--- config.mk ---
export PLATFORM = sky130hd
export DESIGN_NAME = set_duel_selector
export DESIGN_NICKNAME = d
export VERILOG_FILES = /design/src/rtl/sd_pkg.sv /design/src/rtl/sd_set_classifier.sv /design/src/rtl/sd_psel_counter.sv /design/src/rtl/set_duel_selector.sv
export SDC_FILE = /design/constraint.sdc
export NUM_CORES = 1
export LEC_CHECK = 0
export ABC_AREA = 1
export BUFFER_PORTS_ARGS = -buffer_cell sky130_fd_sc_hd__buf_2
export CAP_MARGIN = 20
export CORE_AREA = 4 4 49 51
export DETAILED_ROUTE_END_ITERATION = 8
export DIE_AREA = 0 0 53 55
export GPL_TIMING_DRIVEN = 1
export MAX_ROUTING_LAYER = met4
export PLACE_DENSITY_LB_ADDON = 0.25
export SYNTH_ARGS = -nofsm -noshare
export SYNTH_HDL_FRONTEND = slang
export SYNTH_SLANG_ARGS = --single-unit
export TNS_END_PERCENT = 10
--- constraint.sdc ---
create_clock -name clk -period 2.5 [get_ports clk]
set_clock_uncertainty 0.1 [all_clocks]
set_input_delay 0.5 -clock clk [delete_from_list [all_inputs] [get_ports clk]]
set_output_delay 0.5 -clock clk [all_outputs]
set_load 0.005 [all_outputs]
--- src/rtl/sd_pkg.sv ---
// Shared types for the set-dueling selector.
// Assumes: policy encoding 0 = classic LRU insertion, 1 = bimodal insertion.
package sd_pkg;
    typedef enum logic {
        POL_LRU     = 1'b0,
        POL_BIMODAL = 1'b1
    } ins_pol_e;

    // Class of a set within the duel.
    typedef enum logic [1:0] {
        SET_FOLLOW  = 2'd0,
        SET_LEADLRU = 2'd1,
        SET_LEADBIP = 2'd2
    } set_class_e;
endpackage

--- src/rtl/sd_set_classifier.sv ---
// Decides from the set index alone whether a set is tied to LRU, tied to
// bimodal insertion, or is a follower. The upper field [2L-1:L] is compared
// with the lower field [L-1:0]. Equal means LRU-tied; bitwise inverse means
// bimodal-tied. Assumes IDX_W >= 2*LEAD_W, which gives 2^LEAD_W sets per group.
module sd_set_classifier
    import sd_pkg::*;
#(
    parameter int IDX_W  = 10,
    parameter int LEAD_W = 5
) (
    input  logic             clk,
    input  logic             rst_n,
    input  logic [IDX_W-1:0] set_idx,
    output set_class_e       set_class
);
    logic [LEAD_W-1:0] hi_field;
    logic [LEAD_W-1:0] lo_field;
    logic              match_lru;
    logic              match_bip;

    assign hi_field = set_idx[2*LEAD_W-1:LEAD_W];
    assign lo_field = set_idx[LEAD_W-1:0];

    // Field comparison for the two tied groups.
    always_comb begin
        match_lru = (hi_field == lo_field);
        match_bip = (hi_field == ~lo_field);
    end

    // Encode the class; the two matches can never both hold.
    always_comb begin
        if (match_lru)      set_class = SET_LEADLRU;
        else if (match_bip) set_class = SET_LEADBIP;
        else                set_class = SET_FOLLOW;
    end

    // a set index never belongs to both tied groups.
    assert_groups_disjoint_R2: assert property (@(posedge clk) disable iff (!rst_n)
        $onehot0({match_lru, match_bip}));
endmodule

--- src/rtl/sd_psel_counter.sv ---
// Saturating up/down selector counter. It resets to the midpoint
// 2^(CNT_W-1). inc and dec are never both high, because they come from
// disjoint set groups.
module sd_psel_counter #(
    parameter int CNT_W = 10
) (
    input  logic             clk,
    input  logic             rst_n,
    input  logic             inc,
    input  logic             dec,
    output logic [CNT_W-1:0] cnt
);
    localparam logic [CNT_W-1:0] CNT_MAX = {CNT_W{1'b1}};
    localparam logic [CNT_W-1:0] CNT_MIN = '0;
    localparam logic [CNT_W-1:0] CNT_MID = CNT_W'(1) << (CNT_W - 1);

    logic at_max;
    logic at_min;

    assign at_max = (cnt == CNT_MAX);
    assign at_min = (cnt == CNT_MIN);

    // Midpoint on reset, then saturating single steps.
    always_ff @(posedge clk) begin
        if (!rst_n)                cnt <= CNT_MID;
        else if (inc && !at_max)   cnt <= cnt + CNT_W'(1);
        else if (dec && !at_min)   cnt <= cnt - CNT_W'(1);
    end

    assert_step_up_R5: assert property (@(posedge clk) disable iff (!rst_n)
        (inc && !at_max) |=> (cnt == $past(cnt) + CNT_W'(1)));

    assert_step_down_R5: assert property (@(posedge clk) disable iff (!rst_n)
        (dec && !at_min) |=> (cnt == $past(cnt) - CNT_W'(1)));

    assert_hold_idle_R6: assert property (@(posedge clk) disable iff (!rst_n)
        (!inc && !dec) |=> $stable(cnt));

    assert_no_overflow_R7: assert property (@(posedge clk) disable iff (!rst_n)
        (inc && at_max) |=> (cnt == CNT_MAX));

    assert_no_underflow_R7: assert property (@(posedge clk) disable iff (!rst_n)
        (dec && at_min) |=> (cnt == CNT_MIN));

    assert_no_collision_R5: assert property (@(posedge clk) disable iff (!rst_n)
        !(inc && dec));
endmodule

--- src/rtl/set_duel_selector.sv ---
// Top of the set-dueling policy selector. It classifies the accessed set,
// steers misses from tied sets into the selector counter, and returns the
// insertion policy for the accessed set in the same cycle. Counter changes
// take effect at the next edge. Assumes at most one access per cycle.
module set_duel_selector
    import sd_pkg::*;
#(
    parameter int IDX_W  = 10,
    parameter int LEAD_W = 5,
    parameter int CNT_W  = 10
) (
    input  logic             clk,
    input  logic             rst_n,
    input  logic             acc_valid,
    input  logic [IDX_W-1:0] acc_set,
    input  logic             acc_miss,
    output logic             ins_bimodal,
    output logic             set_tied
);
    set_class_e       cls;
    logic [CNT_W-1:0] psel;
    logic             cnt_inc;
    logic             cnt_dec;
    ins_pol_e         follow_pol;
    ins_pol_e         chosen_pol;

    sd_set_classifier #(.IDX_W(IDX_W), .LEAD_W(LEAD_W)) u_class (
        .clk       (clk),
        .rst_n     (rst_n),
        .set_idx   (acc_set),
        .set_class (cls)
    );

    // Only valid misses in tied sets move the counter.
    always_comb begin
        cnt_inc = acc_valid && acc_miss && (cls == SET_LEADLRU);
        cnt_dec = acc_valid && acc_miss && (cls == SET_LEADBIP);
    end

    sd_psel_counter #(.CNT_W(CNT_W)) u_psel (
        .clk   (clk),
        .rst_n (rst_n),
        .inc   (cnt_inc),
        .dec   (cnt_dec),
        .cnt   (psel)
    );

    // Followers take bimodal once the counter reaches the midpoint.
    always_comb follow_pol = psel[CNT_W-1] ? POL_BIMODAL : POL_LRU;

    // Tied sets override the follower policy.
    always_comb begin
        case (cls)
            SET_LEADLRU: chosen_pol = POL_LRU;
            SET_LEADBIP: chosen_pol = POL_BIMODAL;
            default:     chosen_pol = follow_pol;
        endcase
    end

    assign ins_bimodal = (chosen_pol == POL_BIMODAL);
    assign set_tied    = (cls != SET_FOLLOW);

    assert_lru_tied_fixed_R2: assert property (@(posedge clk) disable iff (!rst_n)
        (cls == SET_LEADLRU) |-> (set_tied && !ins_bimodal));

    assert_bip_tied_fixed_R3: assert property (@(posedge clk) disable iff (!rst_n)
        (cls == SET_LEADBIP) |-> (set_tied && ins_bimodal));

    // a follower's policy can change only after a counting miss.
    assert_follow_change_needs_miss_R8: assert property (@(posedge clk) disable iff (!rst_n)
        (!cnt_inc && !cnt_dec) |=> $stable(follow_pol));
endmodule

==> results.sh, run 1 <==
export IMPL_synthCells=169
export IMPL_route_vias_total=1066
export IMPL_postLayoutCoreUtil=0.604
export IMPL_grt_max_degree=21
export IMPL_count_of_port_buffers_added_during_placement=15
export IMPL_yosysUniqueCellTypes=21
export IMPL_placeableCoreArea_mm2=0.00194
export IMPL_remaining_drc_errors=0
export IMPL_synth_top_cells_by_area="sky130_fd_sc_hd__dfxtp_1 19%, sky130_fd_sc_hd__nand2_1 19%, sky130_fd_sc_hd__ha_1 9.7%"
export IMPL_final_critical_path_setup_slack_ns=0.208
export IMPL_commonest_non_fill_non_tap_cell_in_the_layout="sky130_fd_sc_hd__nand2_1"
export IMPL_leading_cell_types_in_the_layout_fill_and_taps_excluded="52 x sky130_fd_sc_hd__nand2_1, 20 x sky130_fd_sc_hd__inv_1, 16 x sky130_fd_sc_hd__nor2_1, 15 x sky130_fd_sc_hd__a21oi_1, 15 x sky130_fd_sc_hd__buf_2"
export IMPL_detail_route_iter0_violations=15
export IMPL_antenna_violations_before_repair=0
export IMPL_synth_seq_area_share=0.194
export IMPL_post_place_ws_ns=-0.0234
export IMPL_postSynthNetCount=192
export IMPL_root_buffer="sky130_fd_sc_hd__clkbuf_4"
export IMPL_wirelength_mm=2.27
export IMPL_status="complete, no violations"
export IMPL_dp_final_hpwl_mm=1.86
export IMPL_largestRegisters="u_psel.cnt: 10 flops"
export IMPL_timing_critical_path_to_type="flip-flop"
export IMPL_report_final_hold_viol_count=0
export IMPL_total_clock_buffers_created_by_cts=3
export IMPL_fmax_ghz=0.436
export IMPL_post_layout_nonfiller_instances=215
export IMPL_floorplan_die_height_um=55
export IMPL_synth_largest_area_cell="sky130_fd_sc_hd__dfxtp_1"
export IMPL_post_route_cell_area_mm2=0.00117
export IMPL_initial_core_utilization=0.532
export IMPL_grt_first_pass_wirelength_mm=4.08
export IMPL_routedWlPerCell_um=10.6
export IMPL_grt_util_all_layers=0.193
export IMPL_antenna_left=0
export IMPL_drive_gt1_frac=0.170
export IMPL_leakage_nw=0.653
export IMPL_design_die_area_mm2=0.00292
export IMPL_largest_register="u_psel.cnt"
export IMPL_power_ir_vdd_worst_uv=233
export IMPL_drt_pass1_iterations=4
export IMPL_worst_slew_pin_slew_ns=0.358
export IMPL_mapped_cell_area_mm2=0.00103
export IMPL_total_of_warnings_raised_by_yosys=0
export IMPL_hold_path_class="reg -> reg"
export IMPL_holdWs_ns=0.406
export IMPL_tritoncts="built"
export IMPL_synth_largest_type_area_fraction=0.194
export IMPL_drt_vias_per_instance=4.96
export IMPL_grt_overflow_total=0
export IMPL_hold_buffers=0
export IMPL_postCtsSetupBuffers=0
export IMPL_area_growth_syn_to_layout_pct=13.4
export IMPL_min_period_ns=2.29
export IMPL_worst_setup_path_start_kind="flip-flop"
export IMPL_number_of_flip_flops_under_the_largest_register_name=10
export IMPL_number_of_max_capacitance_violations_reported=0
export IMPL_worstPathArrival_ns=2.35
export IMPL_cts_htree_levels=1
export IMPL_clkSlewWorstSetupHoldPaths_ns=0.07
export IMPL_timing_max_slew_rel_slack=0.760
export IMPL_synth_ff_latch_count=10
export IMPL_fillers=193
export IMPL_io_pin_count=16
export IMPL_placement_rows=16
export IMPL_post_route_period_util=0.917
export IMPL_dpl_instance_area_mm2=0.00114
export IMPL_number_of_max_slew_violations_in_the_final_report=0
export IMPL_type_of_the_worst_setup_path="reg -> reg"
export IMPL_worstPathRequired_ns=2.56
export IMPL_final_nets=213
export IMPL_powerDensity_mw_per_mm2=314
export IMPL_syn_mean_instance_area_um2=6.12
export IMPL_dieWidth_um=53
export IMPL_gpl_final_weighted_congestion=0.906
export IMPL_antenna_cells_inserted=0
export IMPL_clock_tree_buffer_depth=2
export IMPL_clock_latency_on_the_worst_skew_pair_ns=0.27
export IMPL_number_of_placed_instances_with_taps_included=212
export IMPL_via_count_of_the_first_global_routing_pass=1014
export IMPL_rsz_0062_raised_after_global_routing="no"
export IMPL_finalSetupViolCount=0
export IMPL_fin_setup_tns_ns=0
export IMPL_total_power_mw=0.368
export IMPL_maximum_net_fanout_on_the_critical_path=10
export IMPL_numClockSinks=10
export IMPL_cts_resized_gates=0
## worst max-delay path, cell delays in order (launching register included)
cell                      delay, ns
sky130_fd_sc_hd__dfxtp_1       0.40
sky130_fd_sc_hd__nand2_1       0.07
sky130_fd_sc_hd__nor2_1        0.17
sky130_fd_sc_hd__nand3_1       0.12
sky130_fd_sc_hd__nand2_2       0.09
sky130_fd_sc_hd__inv_2         0.04
sky130_fd_sc_hd__nand2_4       0.12
sky130_fd_sc_hd__ha_1          0.28
sky130_fd_sc_hd__a21oi_1       0.20
sky130_fd_sc_hd__nand2_1       0.10
sky130_fd_sc_hd__nand2_1       0.09
sky130_fd_sc_hd__nand2_1       0.05
sky130_fd_sc_hd__nor2_1        0.10
sky130_fd_sc_hd__nand2_1       0.09
sky130_fd_sc_hd__nand4_1       0.09
sky130_fd_sc_hd__nand3_1       0.07
## area by class of cell
class / count / area, um2 / share of cell area
Timing Repair Buffer: 19 / 105 / 0.0896
Multi-Input combinational cell: 134 / 726 / 0.619
Clock buffer: 3 / 22.5 / 0.0192
Tap cell: 27 / 33.8 / 0.0288
Inverter: 22 / 82.6 / 0.0704
Sequential cell: 10 / 203 / 0.173
## Yosys cell counts, drive strengths merged
master	number
nand4	3
ha	8
xnor2	7
buf	3
nor2	17
nand3	13
nand2	55
fa	1
a21oi	15
o21a	1
dfxtp	10
xor2	4
inv	22
o21ai	10
## where the power goes
part           internal [mW]  switching, mW
logic                 0.0388         0.0508
clock network         0.0557         0.0580
registers              0.162        0.00283
total                  0.256          0.112
## per-layer routing
layer  up-vias  share of wire  global-route usage
met1       468           0.47               0.233
met3         0          0.054              0.0483
met2        19           0.48               0.341
li1        579              -                   -
met5         -              0                   -
met4         0              0              0.0128
## path summary, 6_finish.rpt
| path | start | end | slack [ns] | depth (start not counted) |
|---|---|---|---|---|
| setup / recovery | u_psel.cnt[5] | u_psel.cnt[9] | 0.21 | 15 |
| hold / removal | u_psel.cnt[0] | u_psel.cnt[0] | 0.41 | 1 |
| setup reg to reg | u_psel.cnt[5] | u_psel.cnt[9] | 0.21 | 15 |
| hold reg to reg | u_psel.cnt[0] | u_psel.cnt[0] | 0.41 | 1 |
## cell families after synthesis
| logic type | share of synthesized area |
|---|---|
| compound gates | 0.128 |
| xor+xnor | 0.0932 |
| fa+ha+maj | 0.116 |
| buf+inv | 0.107 |
| simple gates | 0.362 |
| flops | 0.194 |
No activity file was read; power rests on OpenSTA's default activity.
==> inputs of run 2 (changes only) <==
- ABC_AREA: 1 -> 0
- CORE_AREA: 4 4 49 51 -> 4 4 47 49
- DIE_AREA: 0 0 53 55 -> 0 0 51 53
==> run 2 against run 1 <==
- the flow now finishes with violations (negative setup slack)
- fmax shrank 17%
- register-to-register slack lost 0.47 ns
- critical path depth shrank 4
- core utilization grew 16 points
==> results.sh, run 2 <==
export IMPL_status="finished with violations"
export IMPL_violations_in_the_final_reports="negative setup slack"
export IMPL_min_period_ns=2.76
export IMPL_largestRegisters="u_psel.cnt: 10 flops"
export IMPL_met1_usage=0.231
export IMPL_hold_path_class="in -> reg"
export IMPL_drt_pass1_iterations=4
export IMPL_finalSetupViolCount=3
export IMPL_count_of_port_buffers_added_during_placement=15
export IMPL_gpl_final_weighted_congestion=0.899
export IMPL_route_vias_total=1055
export IMPL_maximum_net_fanout_on_the_critical_path=5
export IMPL_grt_max_degree=13
export IMPL_timing_critical_path_to_type="flip-flop"
export IMPL_final_nets=186
export IMPL_gr_usage_met3=0.0451
export IMPL_wirelength_mm=2.80
export IMPL_type_of_the_worst_setup_path="reg -> reg"
export IMPL_grt_util_all_layers=0.235
export IMPL_synth_ff_type="sky130_fd_sc_hd__dfxtp_1"
export IMPL_number_of_max_slew_violations_in_the_final_report=0
export IMPL_final_critical_path_setup_slack_ns=-0.258
export IMPL_postSynthNetCount=133
export IMPL_detail_route_iter0_violations=22
export IMPL_number_of_max_capacitance_violations_reported=0
export IMPL_grt_first_pass_wirelength_mm=4.57
export IMPL_initial_core_utilization=0.502
export IMPL_cp_common_cell="sky130_fd_sc_hd__a21oi_2"
export IMPL_grt_most_used_layer="met2"
export IMPL_leading_cell_types_in_the_layout_fill_and_taps_excluded="33 x sky130_fd_sc_hd__buf_4, 15 x sky130_fd_sc_hd__nand2_1, 15 x sky130_fd_sc_hd__buf_2, 9 x sky130_fd_sc_hd__dfxtp_1, 7 x sky130_fd_sc_hd__nand3_1"
export IMPL_tritoncts="built"
export IMPL_leakage_nw=0.642
export IMPL_synth_top_cells_by_area="sky130_fd_sc_hd__dfxtp_1 21%, sky130_fd_sc_hd__ha_1 11%, sky130_fd_sc_hd__nand2_1 6.0%"
export IMPL_total_clock_buffers_created_by_cts=3
export IMPL_yosys_top_cells_count="15 x sky130_fd_sc_hd__nand2_1, 10 x sky130_fd_sc_hd__dfxtp_1, 8 x sky130_fd_sc_hd__ha_1"
export IMPL_clock_latency_on_the_worst_skew_pair_ns=0.27
export IMPL_grt_overflow_total=0
export IMPL_dieWidth_um=51
export IMPL_holdWs_ns=0.456
export IMPL_yosysUniqueCellTypes=38
export IMPL_synth_largest_area_cell="sky130_fd_sc_hd__dfxtp_1"
export IMPL_area_growth_syn_to_layout_pct=52.2
export IMPL_synth_async_reset_ratio=0
export IMPL_clkSlewWorstSetupHoldPaths_ns=0.07
export IMPL_worst_slew_pin_slew_ns=0.322
export IMPL_synth_largest_type_area_fraction=0.214
export IMPL_routedWlPerCell_um=14.8
export IMPL_largest_register="u_psel.cnt"
export IMPL_placement_rows=16
export IMPL_crit_path_cell_trace="and4_1, a41oi_2, nand4_4, buf_12, ha_4, a21oi_2, nor2b_1, a311o_1, a21oi_2, mux2i_1, mux2_1"
export IMPL_synth_seq_area_share=0.214
export IMPL_total_power_mw=0.455
export IMPL_power_ir_vdd_worst_uv=365
export IMPL_cts_htree_levels=1
export IMPL_post_route_period_util=1.10
export IMPL_synthCells=110
export IMPL_antenna_cells_inserted=0
export IMPL_report_final_hold_viol_count=0
export IMPL_design_die_area_mm2=0.00270
export IMPL_antenna_left=0
export IMPL_syn_mean_instance_area_um2=8.50
export IMPL_via_count_of_the_first_global_routing_pass=1074
export IMPL_worstPathBufferInverterCount=1
export IMPL_worst_setup_path_start_kind="flip-flop"
export IMPL_delay_of_the_slowest_cell_on_the_worst_path_ns=0.36
export IMPL_yosys_cell_count_top_type="sky130_fd_sc_hd__nand2_1"
export IMPL_root_buffer="sky130_fd_sc_hd__clkbuf_4"
export IMPL_dp_final_hpwl_mm=2.14
export IMPL_synth_edff_count=0
export IMPL_placeableCoreArea_mm2=0.00186
export IMPL_global_route_usage_met2=0.436
export IMPL_slowest_cell_on_the_critical_path="sky130_fd_sc_hd__a311o_1"
export IMPL_number_of_flip_flops_under_the_largest_register_name=10
export IMPL_mapped_cell_area_um2=935
export IMPL_drt_vias_per_instance=5.58
export IMPL_rsz_0062_raised_after_global_routing="yes"
export IMPL_fmax_ghz=0.363
export IMPL_antenna_violations_before_repair=0
export IMPL_numClockSinks=10
export IMPL_total_of_warnings_raised_by_yosys=0
export IMPL_remaining_drc_errors=0
export IMPL_drive_gt1_frac=0.463
export IMPL_clock_tree_buffer_depth=2
export IMPL_worstPathArrival_ns=2.82
export IMPL_fillers=137
export IMPL_critical_path_top_delay_family="compound AO/OA/AOI/OAI gates"
export IMPL_commonest_non_fill_non_tap_cell_in_the_layout="sky130_fd_sc_hd__buf_4"
export IMPL_powerDensity_mw_per_mm2=320
export IMPL_io_pin_count=16
export IMPL_synth_ff_latch_count=10
export IMPL_timing_max_slew_rel_slack=0.783
export IMPL_postLayoutCoreUtil=0.764
export IMPL_floorplan_die_height_um=53
export IMPL_worstPathRequired_ns=2.56
-- run 2: cell count changes in the layout (fill, tap and decap cells not counted), moves of 3 or more --
cell,before,now
sky130_fd_sc_hd__nand2_1,52,15
sky130_fd_sc_hd__inv_1,20,3
sky130_fd_sc_hd__a21oi_1,15,4
sky130_fd_sc_hd__ha_1,7,4
sky130_fd_sc_hd__a21boi_1,0,4
sky130_fd_sc_hd__o21ai_0,1,4
sky130_fd_sc_hd__o21ai_1,9,0
sky130_fd_sc_hd__buf_4,4,33
sky130_fd_sc_hd__nand3_1,12,7
sky130_fd_sc_hd__nor2_1,16,4
sky130_fd_sc_hd__a21oi_2,0,3
sky130_fd_sc_hd__ha_4,0,4
-- run 2: layer usage --
layer	part of all wire	vias to the layer above
met3	0.047	17
met5	0	-
met1	0.40	490
li1	-	509
met2	0.50	39
met4	0.045	0
-- run 2: stage by stage --
step	setup WS, ns	cell area [um2]	cells	setup TNS [ns]
after global routing	-0.362	1420	189	-1.14
after CTS	-0.269	1390	188	-0.754
after global placement	-0.497	1320	182	-2.02
final	-0.258	1420	189	-0.640
after floorplan	-0.441	985	110	-0.965
after detailed placement	-0.578	1320	182	-2.44
-- run 2: worst paths after layout --
kind	start	endpoint	slack (ns)	cells past startpoint
max reg2reg	u_psel.cnt[5]	u_psel.cnt[9]	-0.26	11
min	rst_n	u_psel.cnt[1]	0.46	2
max	u_psel.cnt[5]	u_psel.cnt[9]	-0.26	11
min reg2reg	u_psel.cnt[5]	u_psel.cnt[5]	0.52	3
-- run 2: repair_timing --
action	CTS	global route
resized for setup	4	6
endpoints found under the setup margin	5	5
hold buffers	0	0
gates cloned	0	0
pin swaps	4	8
hold endpoints to repair	0	0
buffers inserted	2	1
-- run 2: area by class of cell --
cell class | instances | area [um2] | area share
Multi-Input combinational cell | 95 | 786 | 0.552
Timing Repair Buffer | 50 | 354 | 0.249
Sequential cell | 10 | 201 | 0.142
Clock buffer | 4 | 36.3 | 0.0255
Tap cell | 27 | 33.8 | 0.0237
Inverter | 3 | 11.3 | 0.00792
-- run 2: report_power, final --
group | switching (mW) | internal, mW | leakage (nW)
Clock | 0.0607 | 0.0886 | 0.0210
Combinational | 0.0701 | 0.0712 | 0.540
Sequential | 0.00199 | 0.163 | 0.0812
-- run 2: cell families (layout without fill, tap and decap cells) --
| family | after synthesis | after routing | share of synthesized area |
|---|---|---|---|
| and+or+nand+nor | 46 | 46 | 0.300 |
| xor gates and xnor gates | 11 | 11 | 0.103 |
| adders and majority gates | 9 | 9 | 0.129 |
| buffers and inverters | 5 | 57 | 0.0241 |
| DFF | 10 | 10 | 0.214 |
| muxes | 3 | 3 | 0.0335 |
| AOI/OAI and AO/OA | 26 | 26 | 0.197 |
